### config.mk
export PLATFORM = sky130hd
export DESIGN_NAME = trace_gate
export DESIGN_NICKNAME = d
export VERILOG_FILES = /design/src/rtl/tgate_pkg.sv /design/src/rtl/tg_cond.sv /design/src/rtl/tg_datapath.sv /design/src/rtl/tg_control.sv /design/src/rtl/trace_gate.sv
export SDC_FILE = /design/constraint.sdc
export NUM_CORES = 1
export LEC_CHECK = 0
export ABC_AREA = 1
export BUFFER_PORTS_ARGS = -buffer_cell sky130_fd_sc_hd__clkbuf_2
export CAP_MARGIN = 20
export CELL_PAD_IN_SITES_DETAIL_PLACEMENT = 1
export CELL_PAD_IN_SITES_GLOBAL_PLACEMENT = 1
export CORE_MARGIN = 8
export CORE_UTILIZATION = 30
export CTS_CLUSTER_SIZE = 30
export DETAILED_ROUTE_END_ITERATION = 7
export PLACE_DENSITY = 0.81
export SYNTH_ARGS = -nofsm -noshare
export SYNTH_HDL_FRONTEND = slang
export SYNTH_HIERARCHICAL = 1
export SYNTH_SLANG_ARGS = --single-unit
### constraint.sdc
create_clock -name clk -period 3.5 [get_ports clk]
set_clock_uncertainty 0.15 [all_clocks]
set_input_delay 0.525 -clock clk [delete_from_list [all_inputs] [get_ports clk]]
set_output_delay 0.525 -clock clk [all_outputs]
set_load 0.005 [all_outputs]
### src/rtl/tgate_pkg.sv
package tgate_pkg;
  parameter int WP_N  = 11;
  parameter int LS_N  = 4;
  parameter int REC_N = 4;
  localparam int IDX_W = $clog2(WP_N);
  localparam int TAG_W = $clog2(REC_N);
  localparam int SEL_W = LS_N + IDX_W + 4;

  typedef struct packed {
    logic             opAnd;
    logic             lsValid;
    logic             bpValid;
    logic             wpValid;
    logic [IDX_W-1:0] wpIdx;
    logic [LS_N-1:0]  lsMask;
  } sel_t;

  typedef struct packed {
    logic setTrig;
    logic clrTrig;
    logic capture;
    logic drain;
    logic flush;
  } strobe_t;

  function automatic logic [REC_N-1:0] lowBit(input logic [REC_N-1:0] x);
    return x & (~x + 1'b1);
  endfunction

  function automatic logic [TAG_W-1:0] lowIdx(input logic [REC_N-1:0] x);
    logic [TAG_W-1:0] r;
    r = '0;
    for (int i = REC_N - 1; i >= 0; i--)
      if (x[i]) r = TAG_W'(i);
    return r;
  endfunction
endpackage

### src/rtl/tg_cond.sv
module tg_cond
  import tgate_pkg::*;
#(
  parameter bit ALWAYS_IF_EMPTY = 1'b1
) (
  input  sel_t            sel,
  input  logic [WP_N-1:0] wp,
  input  logic            bp,
  input  logic [LS_N-1:0] ls,
  output logic            met
);
  logic anyValid, wpHit, lsHit;
  logic [LS_N-1:0] lsSeen;

  always_comb begin
    anyValid = sel.wpValid | sel.bpValid | sel.lsValid;
    wpHit    = (int'(sel.wpIdx) < WP_N) ? wp[sel.wpIdx] : 1'b0;
    lsSeen   = ls & sel.lsMask;
    lsHit    = sel.opAnd ? (lsSeen == sel.lsMask) : (|lsSeen);
    if (!anyValid)
      met = ALWAYS_IF_EMPTY;
    else if (sel.opAnd)
      met = (!sel.wpValid | wpHit) & (!sel.bpValid | bp) & (!sel.lsValid | lsHit);
    else
      met = (sel.wpValid & wpHit) | (sel.bpValid & bp) | (sel.lsValid & lsHit);
  end
endmodule

### src/rtl/tg_datapath.sv
module tg_datapath
  import tgate_pkg::*;
(
  input  logic             clk,
  input  logic             rstN,
  input  sel_t             trigSel,
  input  sel_t             qualSel,
  input  sel_t             stopSel,
  input  logic [REC_N-1:0] recSel,
  input  logic [WP_N-1:0]  wp,
  input  logic             bp,
  input  logic [LS_N-1:0]  ls,
  input  strobe_t          ctl,
  output logic             trigMet,
  output logic             qualMet,
  output logic             stopHit,
  output logic             trigLatched,
  output logic             busy,
  output logic             recAny,
  output logic             wrEn,
  output logic [TAG_W-1:0] wrType,
  output logic             stallReq
);
  sel_t sels [3];
  logic [2:0] met;
  logic [REC_N-1:0] pending, src, rest;

  assign sels[0] = trigSel;
  assign sels[1] = qualSel;
  assign sels[2] = stopSel;

  generate
    for (genvar g = 0; g < 3; g++) begin : gCond
      tg_cond #(.ALWAYS_IF_EMPTY(g != 2)) uCond (
        .sel(sels[g]), .wp(wp), .bp(bp), .ls(ls), .met(met[g])
      );
    end
  endgenerate

  assign trigMet = met[0];
  assign qualMet = met[1];
  assign stopHit = met[2];

  always_comb begin
    src      = ctl.drain ? pending : recSel;
    rest     = src & ~lowBit(src);
    wrEn     = ctl.capture | ctl.drain;
    wrType   = lowIdx(src);
    stallReq = wrEn & (|rest);
    busy     = |pending;
    recAny   = |recSel;
  end

  always_ff @(posedge clk or negedge rstN) begin
    if (!rstN) begin
      trigLatched <= 1'b0;
      pending     <= '0;
    end else begin
      if (ctl.clrTrig)      trigLatched <= 1'b0;
      else if (ctl.setTrig) trigLatched <= 1'b1;
      if (ctl.flush)                    pending <= '0;
      else if (ctl.capture | ctl.drain) pending <= rest;
    end
  end

  AST_STALL_LEAVES_WORK: assert property (@(posedge clk) disable iff (!rstN)
    stallReq |=> busy || ctl.flush);
  AST_DRAIN_ASCENDING: assert property (@(posedge clk) disable iff (!rstN)
    wrEn && stallReq |=> ctl.flush || (wrEn && wrType > $past(wrType)));
  AST_PENDING_SHRINKS: assert property (@(posedge clk) disable iff (!rstN)
    busy && !ctl.flush |=> $countones(pending) < $countones($past(pending)));
endmodule

### src/rtl/tg_control.sv
module tg_control
  import tgate_pkg::*;
(
  input  logic    clk,
  input  logic    rstN,
  input  logic    traceEn,
  input  logic    trigMet,
  input  logic    qualMet,
  input  logic    stopHit,
  input  logic    trigLatched,
  input  logic    busy,
  input  logic    recAny,
  output strobe_t ctl
);
  logic run, active;

  always_comb begin
    run         = rstN & traceEn;
    active      = run & (trigLatched | trigMet) & !stopHit;
    ctl.setTrig = run & trigMet & !stopHit;
    ctl.clrTrig = !traceEn | stopHit;
    ctl.flush   = !traceEn;
    ctl.drain   = run & busy;
    ctl.capture = active & qualMet & !busy & recAny;
  end

  AST_TRIG_HOLDS: assert property (@(posedge clk) disable iff (!rstN)
    trigLatched && traceEn && !stopHit |=> trigLatched);
  AST_DISABLE_CLEARS: assert property (@(posedge clk) disable iff (!rstN)
    !traceEn |=> !trigLatched && !busy);
  AST_STOP_BLOCKS_CAPTURE: assert property (@(posedge clk) disable iff (!rstN)
    stopHit && !busy |-> !ctl.capture);
endmodule

### src/rtl/trace_gate.sv
module trace_gate
  import tgate_pkg::*;
(
  input  logic             clk,
  input  logic             rstN,
  input  logic             traceEn,
  input  logic [SEL_W-1:0] trigSel,
  input  logic [SEL_W-1:0] qualSel,
  input  logic [SEL_W-1:0] stopSel,
  input  logic [REC_N-1:0] recSel,
  input  logic [WP_N-1:0]  watchpoint,
  input  logic             breakpoint,
  input  logic [LS_N-1:0]  lsStatus,
  output logic             wrEn,
  output logic [TAG_W-1:0] wrType,
  output logic             stallReq
);
  strobe_t ctl;
  logic trigMet, qualMet, stopHit, trigLatched, busy, recAny;

  tg_control uCtl (
    .clk(clk), .rstN(rstN), .traceEn(traceEn), .trigMet(trigMet),
    .qualMet(qualMet), .stopHit(stopHit), .trigLatched(trigLatched),
    .busy(busy), .recAny(recAny), .ctl(ctl)
  );

  tg_datapath uDp (
    .clk(clk), .rstN(rstN),
    .trigSel(sel_t'(trigSel)), .qualSel(sel_t'(qualSel)), .stopSel(sel_t'(stopSel)),
    .recSel(recSel), .wp(watchpoint), .bp(breakpoint), .ls(lsStatus), .ctl(ctl),
    .trigMet(trigMet), .qualMet(qualMet), .stopHit(stopHit),
    .trigLatched(trigLatched), .busy(busy), .recAny(recAny),
    .wrEn(wrEn), .wrType(wrType), .stallReq(stallReq)
  );

  AST_QUIET_WHEN_OFF: assert property (@(posedge clk) disable iff (!rstN)
    !traceEn |-> !wrEn && !stallReq);
endmodule

[After elaboration in Yosys (flattened, before gate mapping)]
Index checks and enable logic that the tools add are counted.
Word-level totals
  output and inout port bits: 4
  bits of input ports: 59
  bits in registers: 5
Cells by class
  mux-type cells: 27
  equality and inequality tests: 4
  reductions and logical operators: 19
  $add $sub $neg: 1
  bitwise operators: 56
  magnitude comparators: 6
Operators with widths (count)
  $and A1 B1 Y1: 25
  $or A1 B1 Y1: 24
  $reduce_or A4 Y1: 6
  $and A4 B4 Y4: 5
  $mux W1: 17
  $lt A4 B5 Y1 const B: 3
  $bmux W1 S4: 3
  $eq A4 B4 Y1: 3
  $logic_not A1 Y1: 12
  $lt A4 B4 Y1 const B: 3
  $mux W4: 3
  $mux W2: 4
  $not A4 Y4: 2
  $add A4 B1 Y4 const B: 1
  $ne A2 B1 Y1 const B: 1
  $reduce_bool A2 Y1: 1

[Longest topological paths before layout]
  depth in word-level cells: 17
  mapped depth: 17
  gate-level depth less buffers: 17

[By module]
Netlist, hierarchy kept.
Modules (own cells, without submodules)
  tg_cond at uDp.gCond[0].uCond ...: instances 2, area each 291.5 um^2, sequential area each 0.0 um^2, cells an instance 67
  tg_datapath: instances 1, area each 360.3 um^2, sequential area each 100.1 um^2, cells an instance 51
  tg_cond at uDp.gCond[2].uCond: instances 1, area each 246.5 um^2, sequential area each 0.0 um^2, cells an instance 57
  tg_control: instances 1, area each 63.8 um^2, sequential area each 0.0 um^2, cells an instance 16

[Worst setup path after synthesis]
No wires, ideal clock.
  kind: input to output
  from: in stopSel[0]
  to: out stallReq
  path slack: 1346 ps
  arrival: 1479 ps
  path buffers: 0
  stages: 11
  data required time: 2825 ps
  path through: nand2_1 > nand3_1 > o21ai_0 > nand3_1 > nand2_1 > a21oi_2 > nor2_1 > nand2_1 > nor2_1 > nor2_4 > a21oi_2
RTL lines
  from (decl): RTL line trace_gate.sv:9  | input logic [SEL_W-1:0] stopSel,
  to (decl): RTL line trace_gate.sv:16  | output logic stallReq

==> reports/metrics.yaml <==
num_antenna_cells: 0
required_ps: 2820
cp-endpoint: "stallReq"
post_cts_buffers: 0
maxSlewViolCount: 0
path_cells: "dlygate4sd3_1 -> clkbuf_2 -> nand2_1 -> nor2_1 -> buf_4 -> inv_6 -> nand2_2 -> nor2_1 -> a21oi_2 -> a21oi_2 -> clkbuf_2"
drt_iter0_markers: 32
yosysSeqAreaShare_pct: 7.98
h-tree-depth: 1
via_per_inst: 4.57
timing.slew.headroom_pct: 80.6
synth_warnings: 6
cp_slowest_cell: "dlygate4sd3_1"
grt_pass1_vias: 1783
syn-num-nets: 317
finalHoldViolations: 0
timing.max_cap.violations: 0
synthArstFlopShare_pct: 100
clock-sinks: 4
crit_path_start: "rstN"
instances_no_fill: 374
crit_fanout: 9
ir_drop_v: 0.0000900
r2r_setup_slack_ps: 1880
path_delay_family: "buffers and inverters"
yosysTopAreaCellShare_pct: 32.3
antenna_left: 0
holdBufCountCts: 1
crit_path_max_incr_delay_ps: 530
fin_util_pct: 41.9
ctsResizeCount: 0
setup_tns_ps: 0
hold_path.class: "flip-flop to flip-flop"
grt_use_total_pct: 14.2
ys_types: 23
place.gp.congestion: 0.805
clock_latency_ps: 220
wirelength_um: 4400
worst_pin_slew_ps: 288
nFillCells: 631
antenna_found_initial: 0
r2r_cells: 10
coreArea_mm2: 0.00400
final_area_mm2: 0.00167
setup_viol: 0
ys_ff_latch: 4
syn_area_per_cell_um2: 4.86
cp-end-kind: "primary output"
die_h_um: 80.6
cp_num_cells: 11
r2r_start: "uDp/pending[3]"
synth_common_cells: "nand2_1 (108), inv_1 (59), nand3_1 (21)"
dieArea_mm2: 0.00650
fin_crit_ps: 2890
overflow: 0
placed_cells: 370
yosysMostFrequentCell: "nand2_1"
io_buffers: 62
r2r-end: "uDp/pending[1]"
crit_type: "input pin to primary output"
die_w_um: 80.6
yosysTopAreaCell: "nand2_1"
synth_ff_type: "dfrtp_1"
root_buffer: "clkbuf_8"
period_share_pct: 82.6
path_buf_inv: 5
grt_pass1_wl_um: 7630
wire_per_inst_um: 11.8
clockBufferDepth: 2
crit_arrival_ps: 2220
grt_max_degree: 10
synthCells: 258
power.density_mw_per_mm2: 191
startpoint_type: "input pin"
place_area_mm2: 0.00162
drt_pass1_iterations: 4
drive_above_1_share_pct: 29.3
ioPinCount: 63
dp_hpwl_um: 3970
clk_pin_slew_worst_paths_ps: 30
status: "complete, no violations"
timing.fmax_ghz: 0.346
cts_tree: "built"
rsz0062_at_grt: "false"
drcViolationCount: 0
synthToLayoutAreaGrowth_pct: 33.5
start_util_pct: 31.3
placementRows: 23
route.vias.total: 1708
synth_edf_count: 0
netlist_top_cells_area: "nand2_1 (32%), inv_1 (18%), nand3_1 (8.4%)"
cts_buffers: 3
syn_area_mm2: 0.00125
final_nets: 385
holdPathStages: 2
cellLeakagePower_uw: 0.00113
per-layer routing:
layer / vias to the layer above / wire length (um) / GRT usage, %
met3: 5 / 295 / 3.68
met5: - / 0 / 0
met1: 757 / 1930 / 16.5
met4: 0 / 53 / 3.82
li1: 902 / - / -
met2: 44 / 2120 / 24.9
state kept, by name, summed over array words and instances, names as in the netlist:
register         count
uDp/pending          3
uDp/trigLatched      1
where the power goes:
part	leakage, uW	internal [uW]	switching, uW
registers	0.0000555	48.1	1.19
logic	0.00105	70.4	99.3
clock network	0.0000216	73.6	27.0
total	0.00113	192	127
logic make-up after synthesis:
logic type / Yosys count / synth area share, %
compound gates: 18 / 9.68
buf+inv: 64 / 20.2
simple gates: 172 / 62.2
flops: 4 / 7.98
worst min-delay path, stage by stage, from the launching register on:
cell     delay, ps
dfrtp_1        340
nor2_1          40
nor2_1          80
worst min-delay path by stage:
stage | start | to | slack, ps
2_1_floorplan | rstN | uDp/pending[1] | 80
3_3_place_gp | rstN | uDp/pending[3] | 200
3_5_place_dp | rstN | uDp/pending[3] | 200
4_1_cts | uDp/trigLatched | uDp/trigLatched | 360
5_1_grt | uDp/trigLatched | uDp/trigLatched | 420
6_report | uDp/trigLatched | uDp/trigLatched | 350
cell usage in the layout (no fill, tap or decap):
| cell | Yosys | routed |
|---|---|---|
| a21oi_1 | 2 | 2 |
| dfrtp_1 | 4 | 4 |
| nor3_1 | 1 | 1 |
| o21ai_0 | 4 | 4 |
| nand3_2 | 10 | 10 |
| nand3_1 | 21 | 21 |
| nand4_1 | 2 | 2 |
| nand2_2 | 8 | 8 |
| o22ai_1 | 1 | 1 |
| clkbuf_2 | 0 | 62 |
| nor2_4 | 1 | 1 |
| o21ai_2 | 3 | 3 |
| nand3b_1 | 1 | 1 |
| dlygate4sd3_1 | 0 | 1 |
| a21oi_2 | 3 | 3 |
| or2_1 | 3 | 3 |
| o21ai_1 | 2 | 2 |
| inv_1 | 59 | 59 |
| clkbuf_8 | 0 | 3 |
| a21boi_1 | 1 | 1 |
| o21bai_1 | 2 | 2 |
| nand2_1 | 108 | 108 |
| buf_4 | 0 | 1 |
| inv_6 | 1 | 1 |
| nor2_1 | 17 | 17 |
| inv_2 | 3 | 3 |
cell type report:
type                            instances  area [um^2]  area share, %
Multi-Input combinational cell        190          901           53.8
Timing Repair Buffer                   64          328           19.6
Inverter                               63          241           14.4
Sequential cell                         4          100           5.98
Tap cell                               50         62.6           3.74
Clock buffer                            3         41.3           2.47
through the flow:
stage / power (uW) / setup slack (ps) / hold slack (ps)
2_1_floorplan: 147 / 1350 / 79.4
3_3_place_gp: 216 / 882 / 199
3_5_place_dp: 220 / 848 / 200
4_1_cts: 323 / 552 / 356
5_1_grt: 351 / 481 / 419
6_report: 320 / 608 / 353
Note: power is estimated with default switching activity, not from simulation.
